`src/rtl/pae_walker_pkg.sv`:
```
package pae_walker_pkg;
  localparam int VA_W      = 32;
  localparam int PA_W      = 52;
  localparam int ENT_W     = 64;
  localparam int OFF_W     = 12;
  localparam int IDX_W     = 9;
  localparam int LOW_LVLS  = 2;
  localparam int TOP_IDX_W = VA_W - OFF_W - LOW_LVLS * IDX_W;
  localparam int ENT_B     = $clog2(ENT_W / 8);
  localparam int TOP_ALIGN = TOP_IDX_W + ENT_B;
  localparam int FRAME_W   = PA_W - OFF_W;
  localparam int LEVELS    = LOW_LVLS + 1;
  localparam int LVL_W     = $clog2(LEVELS);

  typedef enum logic [1:0] {ST_IDLE, ST_ISSUE, ST_WAIT, ST_DONE} walkState_t;

  typedef struct packed {
    logic latchReq;
    logic latchNext;
    logic latchLeaf;
    logic latchFault;
  } walkStrobe_t;
endpackage

```
`src/rtl/pae_walker_ctrl.sv`:
```
module pae_walker_ctrl
  import pae_walker_pkg::*;
(
  input  logic             clk,
  input  logic             rstN,
  input  logic             reqValid,
  input  logic             memReqReady,
  input  logic             memRspValid,
  input  logic             entryPresent,
  input  logic             resReady,
  output logic             reqReady,
  output logic             memReqValid,
  output logic             resValid,
  output logic [LVL_W-1:0] level,
  output walkStrobe_t      strobe
);
  localparam logic [LVL_W-1:0] LAST_LVL = LVL_W'(LEVELS - 1);

  walkState_t       state, stateNext;
  logic [LVL_W-1:0] levelNext;
  logic             rspTaken;
  logic             lastLevel;

  assign rspTaken  = (state == ST_WAIT) && memRspValid;
  assign lastLevel = (level == LAST_LVL);

  always_comb begin
    strobe.latchReq   = (state == ST_IDLE) && reqValid;
    strobe.latchNext  = rspTaken && entryPresent && !lastLevel;
    strobe.latchLeaf  = rspTaken && entryPresent && lastLevel;
    strobe.latchFault = rspTaken && !entryPresent;
  end

  always_comb begin
    stateNext = state;
    levelNext = level;
    unique case (state)
      ST_IDLE: if (reqValid) begin
        stateNext = ST_ISSUE;
        levelNext = '0;
      end
      ST_ISSUE: if (memReqReady) stateNext = ST_WAIT;
      ST_WAIT: if (rspTaken) begin
        if (!entryPresent || lastLevel) begin
          stateNext = ST_DONE;
        end else begin
          stateNext = ST_ISSUE;
          levelNext = level + LVL_W'(1);
        end
      end
      ST_DONE: if (resReady) stateNext = ST_IDLE;
      default: stateNext = ST_IDLE;
    endcase
  end

  always_ff @(posedge clk or negedge rstN) begin
    if (!rstN) begin
      state <= ST_IDLE;
      level <= '0;
    end else begin
      state <= stateNext;
      level <= levelNext;
    end
  end

  assign reqReady    = (state == ST_IDLE);
  assign memReqValid = (state == ST_ISSUE);
  assign resValid    = (state == ST_DONE);

  // the three handshake phases never overlap
  assert_one_phase_R8: assert property (@(posedge clk) disable iff (!rstN)
    $onehot0({reqReady, memReqValid, resValid}));

  // a stalled read request keeps its level
  assert_hold_req_R9: assert property (@(posedge clk) disable iff (!rstN)
    memReqValid && !memReqReady |=> memReqValid && $stable(level));

  // after a read is taken, no new read until a response
  assert_wait_rsp_R7: assert property (@(posedge clk) disable iff (!rstN)
    memReqValid && memReqReady |=> !memReqValid);

  // a present non-final entry leads to the next level's read
  assert_level_step_R7: assert property (@(posedge clk) disable iff (!rstN)
    strobe.latchNext |=> memReqValid && (level == $past(level) + LVL_W'(1)));

  // an unaccepted result stays offered
  assert_res_wait_R8: assert property (@(posedge clk) disable iff (!rstN)
    resValid && !resReady |=> resValid);
endmodule

```
`src/rtl/pae_walker_dp.sv`:
```
module pae_walker_dp
  import pae_walker_pkg::*;
(
  input  logic             clk,
  input  logic             rstN,
  input  logic [VA_W-1:0]  cr3Base,
  input  logic [VA_W-1:0]  reqVa,
  input  logic [ENT_W-1:0] rspData,
  input  logic [LVL_W-1:0] level,
  input  walkStrobe_t      strobe,
  output logic             entryPresent,
  output logic [PA_W-1:0]  memReqAddr,
  output logic [PA_W-1:0]  resPa,
  output logic             resFault,
  output logic [LVL_W-1:0] resLevel
);
  logic [VA_W-1:0]         vaQ;
  logic [VA_W-TOP_ALIGN-1:0] topBaseQ;
  logic [FRAME_W-1:0]      nextBaseQ;
  logic [IDX_W-1:0]        lowIdx [LOW_LVLS];
  logic [IDX_W-1:0]        selIdx;
  logic [PA_W-1:0]         topAddr;
  logic [PA_W-1:0]         lowAddr;
  logic                    unusedBits;

  for (genvar g = 0; g < LOW_LVLS; g++) begin : gIdx
    assign lowIdx[g] = vaQ[VA_W-TOP_IDX_W-1-g*IDX_W -: IDX_W];
  end

  always_comb begin
    selIdx = '0;
    for (int k = 0; k < LOW_LVLS; k++) begin
      if (level == LVL_W'(k + 1)) selIdx = lowIdx[k];
    end
  end

  assign topAddr    = {{(PA_W-VA_W){1'b0}}, topBaseQ, vaQ[VA_W-1 -: TOP_IDX_W], {ENT_B{1'b0}}};
  assign lowAddr    = {nextBaseQ, selIdx, {ENT_B{1'b0}}};
  assign memReqAddr = (level == '0) ? topAddr : lowAddr;

  assign entryPresent = rspData[0];
  assign unusedBits   = ^{cr3Base[TOP_ALIGN-1:0], rspData[ENT_W-1:PA_W], rspData[OFF_W-1:1]};

  always_ff @(posedge clk or negedge rstN) begin
    if (!rstN) begin
      vaQ       <= '0;
      topBaseQ  <= '0;
      nextBaseQ <= '0;
      resPa     <= '0;
      resFault  <= 1'b0;
      resLevel  <= '0;
    end else begin
      if (strobe.latchReq) begin
        vaQ      <= reqVa;
        topBaseQ <= cr3Base[VA_W-1:TOP_ALIGN];
      end
      if (strobe.latchNext) nextBaseQ <= rspData[PA_W-1:OFF_W];
      if (strobe.latchLeaf) begin
        resPa    <= {rspData[PA_W-1:OFF_W], vaQ[OFF_W-1:0]};
        resFault <= 1'b0;
        resLevel <= level;
      end
      if (strobe.latchFault) begin
        resPa    <= '0;
        resFault <= 1'b1;
        resLevel <= level;
      end
    end
  end

  // a non-present entry yields a fault tagged with its level
  assert_fault_code_R6: assert property (@(posedge clk) disable iff (!rstN)
    strobe.latchFault |=> resFault && (resLevel == $past(level)));

  // a present leaf yields a clean result
  assert_leaf_ok_R5: assert property (@(posedge clk) disable iff (!rstN)
    strobe.latchLeaf |=> !resFault && (resLevel == LVL_W'(LEVELS - 1)));
endmodule

```
`src/rtl/pae_walker.sv`:
```
module pae_walker
  import pae_walker_pkg::*;
(
  input  logic             clk,
  input  logic             rstN,
  input  logic [31:0]      cr3Base,
  input  logic             reqValid,
  output logic             reqReady,
  input  logic [31:0]      reqVa,
  output logic             memReqValid,
  input  logic             memReqReady,
  output logic [51:0]      memReqAddr,
  input  logic             memRspValid,
  input  logic [63:0]      memRspData,
  output logic             resValid,
  input  logic             resReady,
  output logic             resFault,
  output logic [1:0]       resLevel,
  output logic [51:0]      resPa
);
  walkStrobe_t      strobe;
  logic [LVL_W-1:0] level;
  logic             entryPresent;

  pae_walker_ctrl u_ctrl (
    .clk          (clk),
    .rstN         (rstN),
    .reqValid     (reqValid),
    .memReqReady  (memReqReady),
    .memRspValid  (memRspValid),
    .entryPresent (entryPresent),
    .resReady     (resReady),
    .reqReady     (reqReady),
    .memReqValid  (memReqValid),
    .resValid     (resValid),
    .level        (level),
    .strobe       (strobe)
  );

  pae_walker_dp u_dp (
    .clk          (clk),
    .rstN         (rstN),
    .cr3Base      (cr3Base),
    .reqVa        (reqVa),
    .rspData      (memRspData),
    .level        (level),
    .strobe       (strobe),
    .entryPresent (entryPresent),
    .memReqAddr   (memReqAddr),
    .resPa        (resPa),
    .resFault     (resFault),
    .resLevel     (resLevel)
  );

  // a stalled read keeps its address
  assert_addr_hold_R9: assert property (@(posedge clk) disable iff (!rstN)
    memReqValid && !memReqReady |=> $stable(memReqAddr));

  // an unaccepted result keeps its contents
  assert_res_hold_R8: assert property (@(posedge clk) disable iff (!rstN)
    resValid && !resReady |=> resValid && $stable(resPa) && $stable(resFault) && $stable(resLevel));
endmodule

```
`config.mk`:
```
export PLATFORM = sky130hd
export DESIGN_NAME = pae_walker
export DESIGN_NICKNAME = d
export VERILOG_FILES = /design/src/rtl/pae_walker_pkg.sv /design/src/rtl/pae_walker_ctrl.sv /design/src/rtl/pae_walker_dp.sv /design/src/rtl/pae_walker.sv
export SDC_FILE = /design/constraint.sdc
export NUM_CORES = 1
export LEC_CHECK = 0
export BUFFER_PORTS_ARGS = -buffer_cell sky130_fd_sc_hd__clkbuf_2
export CAP_MARGIN = 20
export CORE_MARGIN = 2
export CORE_UTILIZATION = 50
export DETAILED_ROUTE_END_ITERATION = 10
export PLACE_DENSITY = 0.89
export SYNTH_ARGS = -nofsm -noshare
export SYNTH_HDL_FRONTEND = slang
export SYNTH_SLANG_ARGS = --single-unit
```
`constraint.sdc`:
```
create_clock -name clk -period 2.3 [get_ports clk]
set_input_delay 0.115 -clock clk [delete_from_list [all_inputs] [get_ports clk]]
set_output_delay 0.115 -clock clk [all_outputs]
set_load 0.01 [all_outputs]
```
# Yosys cells after proc, flatten, opt, wreduce, memory -nomap -nowiden
# Index checks and enable logic that the tools add are counted.
[totals] word_cells=53 out_inout_bits=110 register_bits=158 input_bits=134
[op_classes] addsub=1 mux=19 n_reduce_logical=15 n_eq_ne=10
[ops] operator="$mux W52" count=3
[ops] operator="$mux W2" count=10
[ops] operator="$mux W9" count=2
[ops] operator="$pmux W2 S4" count=1
[ops] operator="$reduce_and A4 Y1" count=2
[ops] operator="$eq A2 B2 Y1 const B" count=3
[ops] operator="$logic_and A1 B1 Y1" count=6
[ops] operator="$ne A2 B1 Y1 const B" count=3
[ops] operator="$eq A2 B1 Y1 const B" count=2
[ops] operator="$logic_not A2 Y1" count=2
[ops] operator="$ne A2 B2 Y1 const B" count=2
[ops] operator="$pmux W2 S2" count=1
[ops] operator="$reduce_bool A2 Y1" count=2
[ops] operator="$add A2 B1 Y2 const B" count=1
[ops] operator="$logic_not A1 Y1" count=2
[ops] operator="$mux W1" count=2
[ops] operator="$logic_or A1 B1 Y1" count=1

# Logic depth before layout (Yosys ltp)
# Gate-level depths: netlist (run 1).
[logic_depth] ltp_word=6 depth_mapped=7 mapped_depth_nobuf=5

# Hierarchy
# Synthesis (run 1) repeated with hierarchy kept, for this count alone.
[unflattened] cells_unflattened=491 hier_area_um2=6786.5
[modules_own_cells] mod="pae_walker_dp" area_each_um2=6508.7 cells_per_inst=457 seq_area_each_um2=3853.7 instances=1
[modules_own_cells] mod="pae_walker_ctrl" area_each_um2=277.8 cells_per_inst=34 seq_area_each_um2=100.1 instances=1

# Least setup slack after synthesis (run 1)
# No wires, ideal clock.
[synth_timing] path_type="flip-flop to flip-flop" from="register u_ctrl.level[0]" to="register u_dp.nextBaseQ[20]" n_path_buf=2 slack_ns=0.606 t_arrival_ns=1.568 path_stages_with_launch=8 period_less_slack_ns=1.694 setup_time_ns=0.125 cell_sequence="dfrtp_1 -> inv_1 -> ha_1 -> and2b_1 -> buf_4 -> nand3_4 -> buf_6 -> mux2_4"
[synth_between] elab_chain_cells=3
[synth_rtl] element="from (decl)" line_no="pae_walker_ctrl.sv:14" source="output logic [LVL_W-1:0] level,"
[synth_rtl] element="from (signal assigned)" line_no="pae_walker_ctrl.sv:62" source="level <= levelNext;"
[synth_rtl] element="$eq A2 B2 Y1" line_no="pae_walker_ctrl.sv:25" source="assign lastLevel = (level == LAST_LVL);"
[synth_rtl] element="$logic_not A1 Y1" line_no="pae_walker_ctrl.sv:29" source="strobe.latchNext = rspTaken && entryPresent && !lastLevel;"
[synth_rtl] element="$logic_and A1 B1 Y1" line_no="pae_walker_ctrl.sv:29"
[synth_rtl] element="to (signal assigned)" line_no="pae_walker_dp.sv:57" source="if (strobe.latchNext) nextBaseQ <= rspData[PA_W-1:OFF_W];"
[synth_rtl] element="to (decl)" line_no="pae_walker_dp.sv:19" source="logic [FRAME_W-1:0] nextBaseQ;"
# No other way between the ends.
# A chain may end at the register's enable or synchronous reset.

# Worst setup path in the final report (run 1)
[layout_timing] from="register u_ctrl.level[0]" to="output port memReqAddr[10]"
[layout_between] elab_chain_cells=4
[layout_rtl] element="$eq A2 B1 Y1" line_no="pae_walker_dp.sv:33" source="if (level == LVL_W'(k + 1)) selIdx = lowIdx[k];"
[layout_rtl] element="$mux W9 (2 in a row)" line_no="pae_walker_dp.sv:33"
[layout_rtl] element="$mux W52 *" line_no="pae_walker_dp.sv:39" source="assign memReqAddr = (level == '0) ? topAddr : lowAddr;"
[layout_rtl] element="to (decl)" line_no="pae_walker.sv:12" source="output logic [51:0] memReqAddr,"
# Mark *: on every way between the ends. The rest lies on a longest branch, timed or not.

==> run metrics, run 1 <==
status=finished, final reports clean; Final Hold Vio Count=0; CTS H-tree lvls=4; Setup Total Neg Slack=0 ns; Root Driver=clkbuf_16; Pwr Density=around 1400 nW/um2; Critical Path RT=~2.2 ns; initial antenna violation count=0; RSZ-0062 raised after global routing=false; Worst Tran Pin Value=0.601 ns; area grow syn2layout=40.7%; drt drc=0; clock sink total=about 160; layout cells sized above 1=between 40% and 50%; Period Utilization, post-route=91.9%; sequential cell area fraction in the yosys report=57.2%; Vias/cell=between 5 and 6; Post-Syn Instances=between 500 and 600; first-pass GRT wire length=around 31,000 um; Nets=1,002; synth warn=0; diodes inserted=0; vias in the first global route=~6,200; total track usage=27.8%; number of port buffers=between 200 and 250; slowest stage delay, CP=0.41 ns; top fanout value on the critical path=11; Die Ht=122 um; Netlist cell types=33; IO Pins=between 200 and 250; die footprint=roughly 15,000 um2; CTS tree=done; most frequent cells in the layout=clkbuf_2, dfrtp_1, dlygate4sd3_1; max-slew violation count=0; remaining antenna violation count after routing=0; CP max-delay cell=dfrtp_1; pre-CTS setup slack=0.359 ns; vias=5,710; final core occ=between 70% and 80%; fmax=473 MHz; CP bufs+invs=4; Core ar.=between 10,000 and 15,000 um2; final setup margin=0.187 ns; VDD IR-drop max=0.776 mV; number of synthesized register bits=158; total power=between 0.01 and 0.015 W; commonest non-fill, non-tap cell in the layout=clkbuf_2; Initial Utilization=51.8%; clk buf depth=2; DIE WIDTH=122 um; Mean Syn Cell Area=12.2 um2; Inserted Clock Buffers=17; Rows=42; Final Skew=0.00788 ns; HP Class=in -> reg; Worst EP arrival=2.00 ns; Synth Cell Area=between 6000 and 7000 um2; 1st-pass router iterations=5; critical path's top delay family=buffers and inverters; # setup viols final=0; drt total wl=19,700 um; post-layout min period=2.11 ns; Final HPWL DP=11,300 um; max-cap violation count=0; drt first-iter violations=347; Lkg Pwr=4.67 nW; hold slack=0.0632 ns; gr ovfl total=0; critical path class=reg -> out; GPL Wtd Cong=0.794; clock latency on the worst-skew pair=0.42 ns; Slew HR=59.9%; post-DR wirelength/cell=18.7 um; largest net degree at the start of global routing=slightly below 90; sequence of cells on the critical path=inv_2, ha_1, buf_6, nor2b_2, buf_4, a22oi_1, o21ai_1, buf_2; CP Capture Type=output pin; post-CTS setup buffer count=0; Startpoint Class=register; clock-pin transition on the worst setup and hold timing paths=~0.06 ns
[logic make-up after synthesis]
kind of cell	share of synthesized area [%]
other	0.0543
adders and majority gates	0.543
muxes	20.9
AOI/OAI and AO/OA	10.2
and+or+nand+nor	6.77
buffers and inverters	4.33
DFF	57.2
[report_power, final]
part / internal, W / total (W) / switching, W
Combinational: 0.00267 / 0.00537 / 0.00270
Sequential: 0.00417 / 0.00499 / 0.000826
Clock: 0.00182 / 0.00292 / 0.00110
Total: 0.00865 / 0.0133 / 0.00463
[metrics by stage]
step                area [um2]  instances
floorplan                 6920        567
global placement          8100        922
detailed placement        8100        922
CTS                       9720       1053
global route              9730       1053
finish                    9730       1053
[synth_stat cells, drive strengths merged]
cell type | count | area [um2]
nand4b | 1 | 8.76
nor3 | 1 | 16.3
inv | 6 | 22.5
o211a | 1 | 10.0
mux2 | 119 | 1410
nand2 | 63 | 236
buf | 25 | 194
or2 | 1 | 6.26
dfrtp | 158 | 3950
o211ai | 2 | 15.0
nand3b | 1 | 7.51
nand3 | 1 | 17.5
nor2 | 2 | 10.0
and2 | 2 | 12.5
o21ai | 119 | 596
mux2i | 1 | 10.0
and2b | 2 | 15.0
clkbuf | 22 | 82.6
conb | 1 | 3.75
a22oi | 8 | 60.1
a22o | 1 | 8.76
nor2b | 22 | 138
ha | 3 | 37.5
mux4 | 1 | 22.5
a31oi | 1 | 6.26
a221o | 1 | 10.0
[registers in the layout (all words and copies together) (netlist names)]
register / cells
u_dp.resPa: 52
u_dp.nextBaseQ: 40
u_dp.vaQ: 32
u_dp.topBaseQ: 27
u_ctrl.level: 2
u_ctrl.state: 2
u_dp.resLevel: 2
u_dp.resFault: 1
[final timing paths]
| path | cells after the start | startpoint | endpoint | slack, ns |
|---|---|---|---|---|
| worst min register to register | 1 | u_dp.topBaseQ[6] | u_dp.topBaseQ[6] | 0.49 |
| worst min-delay path | 2 | reqValid | u_ctrl.state[0] | 0.06 |
| max in group asynchronous | 3 | rstN | u_dp.topBaseQ[1] | 1.62 |
| min in group asynchronous | 3 | rstN | u_dp.nextBaseQ[24] | 0.25 |
| worst max register to register | 6 | u_ctrl.level[0] | u_dp.resPa[39] | 0.34 |
| worst max-delay path | 8 | u_ctrl.level[0] | memReqAddr[10] | 0.19 |
[worst register-to-register path, cell delays in order, from the launching register on]
cell and delay, ns:
dfrtp_1 0.42, inv_2 0.09, ha_1 0.20, and2b_2 0.27
or2_2 0.29, buf_4 0.31, o21ai_0 0.28
[final cells by class]
class / instances / area, um2
repair buffers: 326 / 2240
flip-flops and latches: 158 / 3950
well taps: 176 / 220
inverters: 6 / 22.5
clock inverters: 9 / 133
fillers: 850 / 3620
multi-input cells: 356 / 2670
clock buffers: 22 / 484
[routing by layer]
metal / up-vias / share of wire [%] / global-route usage (%)
li1: 2556 / - / -
met1: 2800 / 38 / 31.9
met2: 273 / 51 / 47.4
met3: 81 / 6.5 / 7.68
met4: 0 / 5.0 / 15.4
met5: - / 0 / 0
[what timing repair did]
action	4_1_cts	5_1_grt
gates resized for setup	0	8
endpoints found under the hold margin	297	0
setup endpoints to repair	0	6
hold buffers	100	0
Note: power is estimated with default switching activity, not from simulation.
==> run 2: changes to the inputs <==
--- a/config.mk
+++ b/config.mk
@@ -8,9 +8,11 @@
 export BUFFER_PORTS_ARGS = -buffer_cell sky130_fd_sc_hd__clkbuf_2
 export CAP_MARGIN = 20
 export CORE_MARGIN = 2
-export CORE_UTILIZATION = 50
+export CORE_UTILIZATION = 52
+export CTS_BUF_LIST = sky130_fd_sc_hd__clkbuf_8
+export CTS_CLUSTER_SIZE = 25
 export DETAILED_ROUTE_END_ITERATION = 10
-export PLACE_DENSITY = 0.89
+export PLACE_DENSITY = 0.92
 export SYNTH_ARGS = -nofsm -noshare
 export SYNTH_HDL_FRONTEND = slang
 export SYNTH_SLANG_ARGS = --single-unit
==> run 2 against run 1 <==
Final cell count barely moved. Worst hold slack got worse by 0.016 ns. Via count rose by 0.91%. Cell area fell by 1.3%. Total power fell by 3.8%. Utilization rose by 0.47 points. Sequential power barely moved. Non-clock buffer count rose by 2. Combinational power barely moved. Fmax fell by 0.48%. Die area fell by 3.7%. Largest cell class unchanged.
==> run metrics, run 2 (synthesis gave the netlist of run 1 again) <==
placed insts=923 (+0.11%); slowest stage delay, CP=0.42 ns (about the same); Rows=42 (unchanged); CP Capture Type=output pin; total track usage=28.8% (+0.93 points); CP max-delay cell=dfrtp_1; Initial Utilization=52.8% (+1.0 points); CTS tree=done; sequence of cells on the critical path=inv_1, ha_1, nor2b_4, buf_4, a22oi_1, o21ai_1, clkbuf_2; Setup Total Neg Slack=0 ns (unchanged); Worst Tran Pin Value=0.651 ns (+0.0500 ns); DIE WIDTH=119 um (-1.9%); fillcell total=814 (-4.2%); 1st-pass router iterations=5 (unchanged); drt drc=0 (unchanged); Final Skew=0.0124 ns (+0.00450 ns); remaining antenna violation count after routing=0 (unchanged); Critical Path RT=2.18 ns (about the same); max-slew violation count=0 (unchanged); post-layout min period=2.12 ns (+0.0101 ns); area grow syn2layout=38.8%; Worst EP arrival=2.01 ns (about the same); die footprint=14,200 um2 (-3.7%); commonest non-fill, non-tap cell in the layout=clkbuf_2; worst r2r dst=u_dp.nextBaseQ[33]; most frequent cells in the layout=clkbuf_2, dfrtp_1, dlygate4sd3_1; Seq. cell area=3950 um2 (unchanged); Root Driver=clkbuf_8; hold path startpoint=memRspData[0]; Slew HR=56.6% (-3.3 points); filler-free cell count of the finished design=1,054 (+0.095%); Final Hold Vio Count=0 (unchanged); Critical R2R Launch=u_ctrl.level[0]; critical path class=reg -> out; clock sink total=158 (unchanged); Core ar.=13,100 um2 (-2.0%); Startpoint Class=register; Routed met3 length=1230 um (-3.9%); GPL Wtd Cong=0.762 (-3.9%); initial antenna violation count=0 (unchanged); Final HPWL DP=11,300 um (+0.34%); largest net degree at the start of global routing=69 (-21%); WHS Endpoint=u_dp.resPa[18]; met2 WL post-DR=10,000 um (+0.11%); fmax=471 MHz (-0.48%); number of port buffers=212 (unchanged); Vias/cell=5.47 (+0.81%); clk buf depth=2 (unchanged); layout cells sized above 1=42.6% (-0.049 points); Post-Route M1 WL=7360 um (-0.82%); status=finished, final reports clean; HP Class=in -> reg; Top Layer Used=met4; post-CTS setup buffer count=0 (unchanged); Largest Register=u_dp.resPa; drt total wl=19,500 um (-1.1%); clock-pin transition on the worst setup and hold timing paths=0.09 ns (+0.03 ns); Die Ht=119 um (-1.9%); CP bufs+invs=3 (-1); top fanout value on the critical path=5 (-6); gr ovfl total=0 (unchanged); total power=0.0128 W (-3.8%); RSZ-0062 raised after global routing=false; final setup margin=0.177 ns (-0.0101 ns); # setup viols final=0 (unchanged); hold path depth=3 (+1); Pwr Density=1330 nW/um2 (-2.5%); post-DR wirelength/cell=18.5 um (-1.2%); first-pass GRT wire length=31,600 um (+0.79%); VDD IR-drop max=0.780 mV (+0.50%); Worst path depth=7 (-1); Nets=1,004 (+0.20%); diodes inserted=0 (unchanged); vias=5,762 (+0.91%); Inserted Clock Buffers=17 (unchanged); critical path's top delay family=buffers and inverters; R2R Setup Slk=0.35 ns (about the same); pre-CTS setup slack=0.329 ns (-0.0302 ns); Period Utilization, post-route=92.3% (+0.44 points); max FFs per register=52 (unchanged); Largest regs=u_dp.resPa (52), u_dp.nextBaseQ (40), u_dp.vaQ (32); worst r2r path cells=5 (-1); drt first-iter violations=371 (+6.9%); Lkg Pwr=4.62 nW (-1.2%); vias in the first global route=6,237 (-0.11%); max-cap violation count=0 (unchanged); clock latency on the worst-skew pair=0.45 ns (+0.03 ns); IO Pins=244 (unchanged); CTS H-tree lvls=4 (unchanged); multi-input combinational cell area=2680 um2 (+0.28%)
[run 2: timing repair]
item / in CTS / in global routing
hold buffers: 101 / 0
endpoints found under the hold margin: 206 / 0
cloned: 0 / 0
endpoints found under the setup margin: 4 / 6
gates resized for setup: 1 / 4
[run 2: metrics by stage]
stage                     utilization [%]  hold slack, ns  instance area, um2
final                                73.3          0.0474                9600
after CTS                            73.3          0.0215                9590
after global placement               62.0           0.161                8110
after global routing                 73.3          0.0361                9600
after floorplan                         -          -0.181                6920
after detailed placement             62.0           0.164                8110
[run 2: tightest hold or removal path: stages]
cell and delay, ns:
clkbuf_2 0.20, nand2_1 0.10, o21ai_1 0.05
[run 2: per-layer routing]
layer | up-vias | track usage (%)
li1 | 2559 | -
met1 | 2847 | 34.0
met2 | 281 | 48.0
met3 | 75 | 6.51
met4 | 0 | 17.4
met5 | - | 0
[run 2: final cells by class]
class                   count  area share [%]
inverters                   6           0.235
clock buffers              18            2.58
repair buffers            328            23.5
multi-input cells         356            27.9
clock inverters            12            2.27
flip-flops and latches    158            41.2
well taps                 176            2.29
[run 2: report_power, final]
part / switching, W / total, W / internal, W / leakage, nW
Clock: 0.00101 / 0.00243 / 0.00141 / 0.232
Combinational: 0.00268 / 0.00535 / 0.00267 / 2.43
Sequential: 0.000838 / 0.00500 / 0.00416 / 1.95
Total: 0.00453 / 0.0128 / 0.00824 / 4.62
[run 2: worst max path at each step]
stage / end / from
floorplan: u_dp.nextBaseQ[20] / u_ctrl.level[0]
global placement: u_dp.nextBaseQ[25] / u_ctrl.level[0]
detailed placement: u_dp.nextBaseQ[33] / u_ctrl.level[0]
CTS: memReqAddr[4] / u_ctrl.level[0]
global route: memReqAddr[7] / u_ctrl.level[1]
finish: memReqAddr[4] / u_ctrl.level[1]
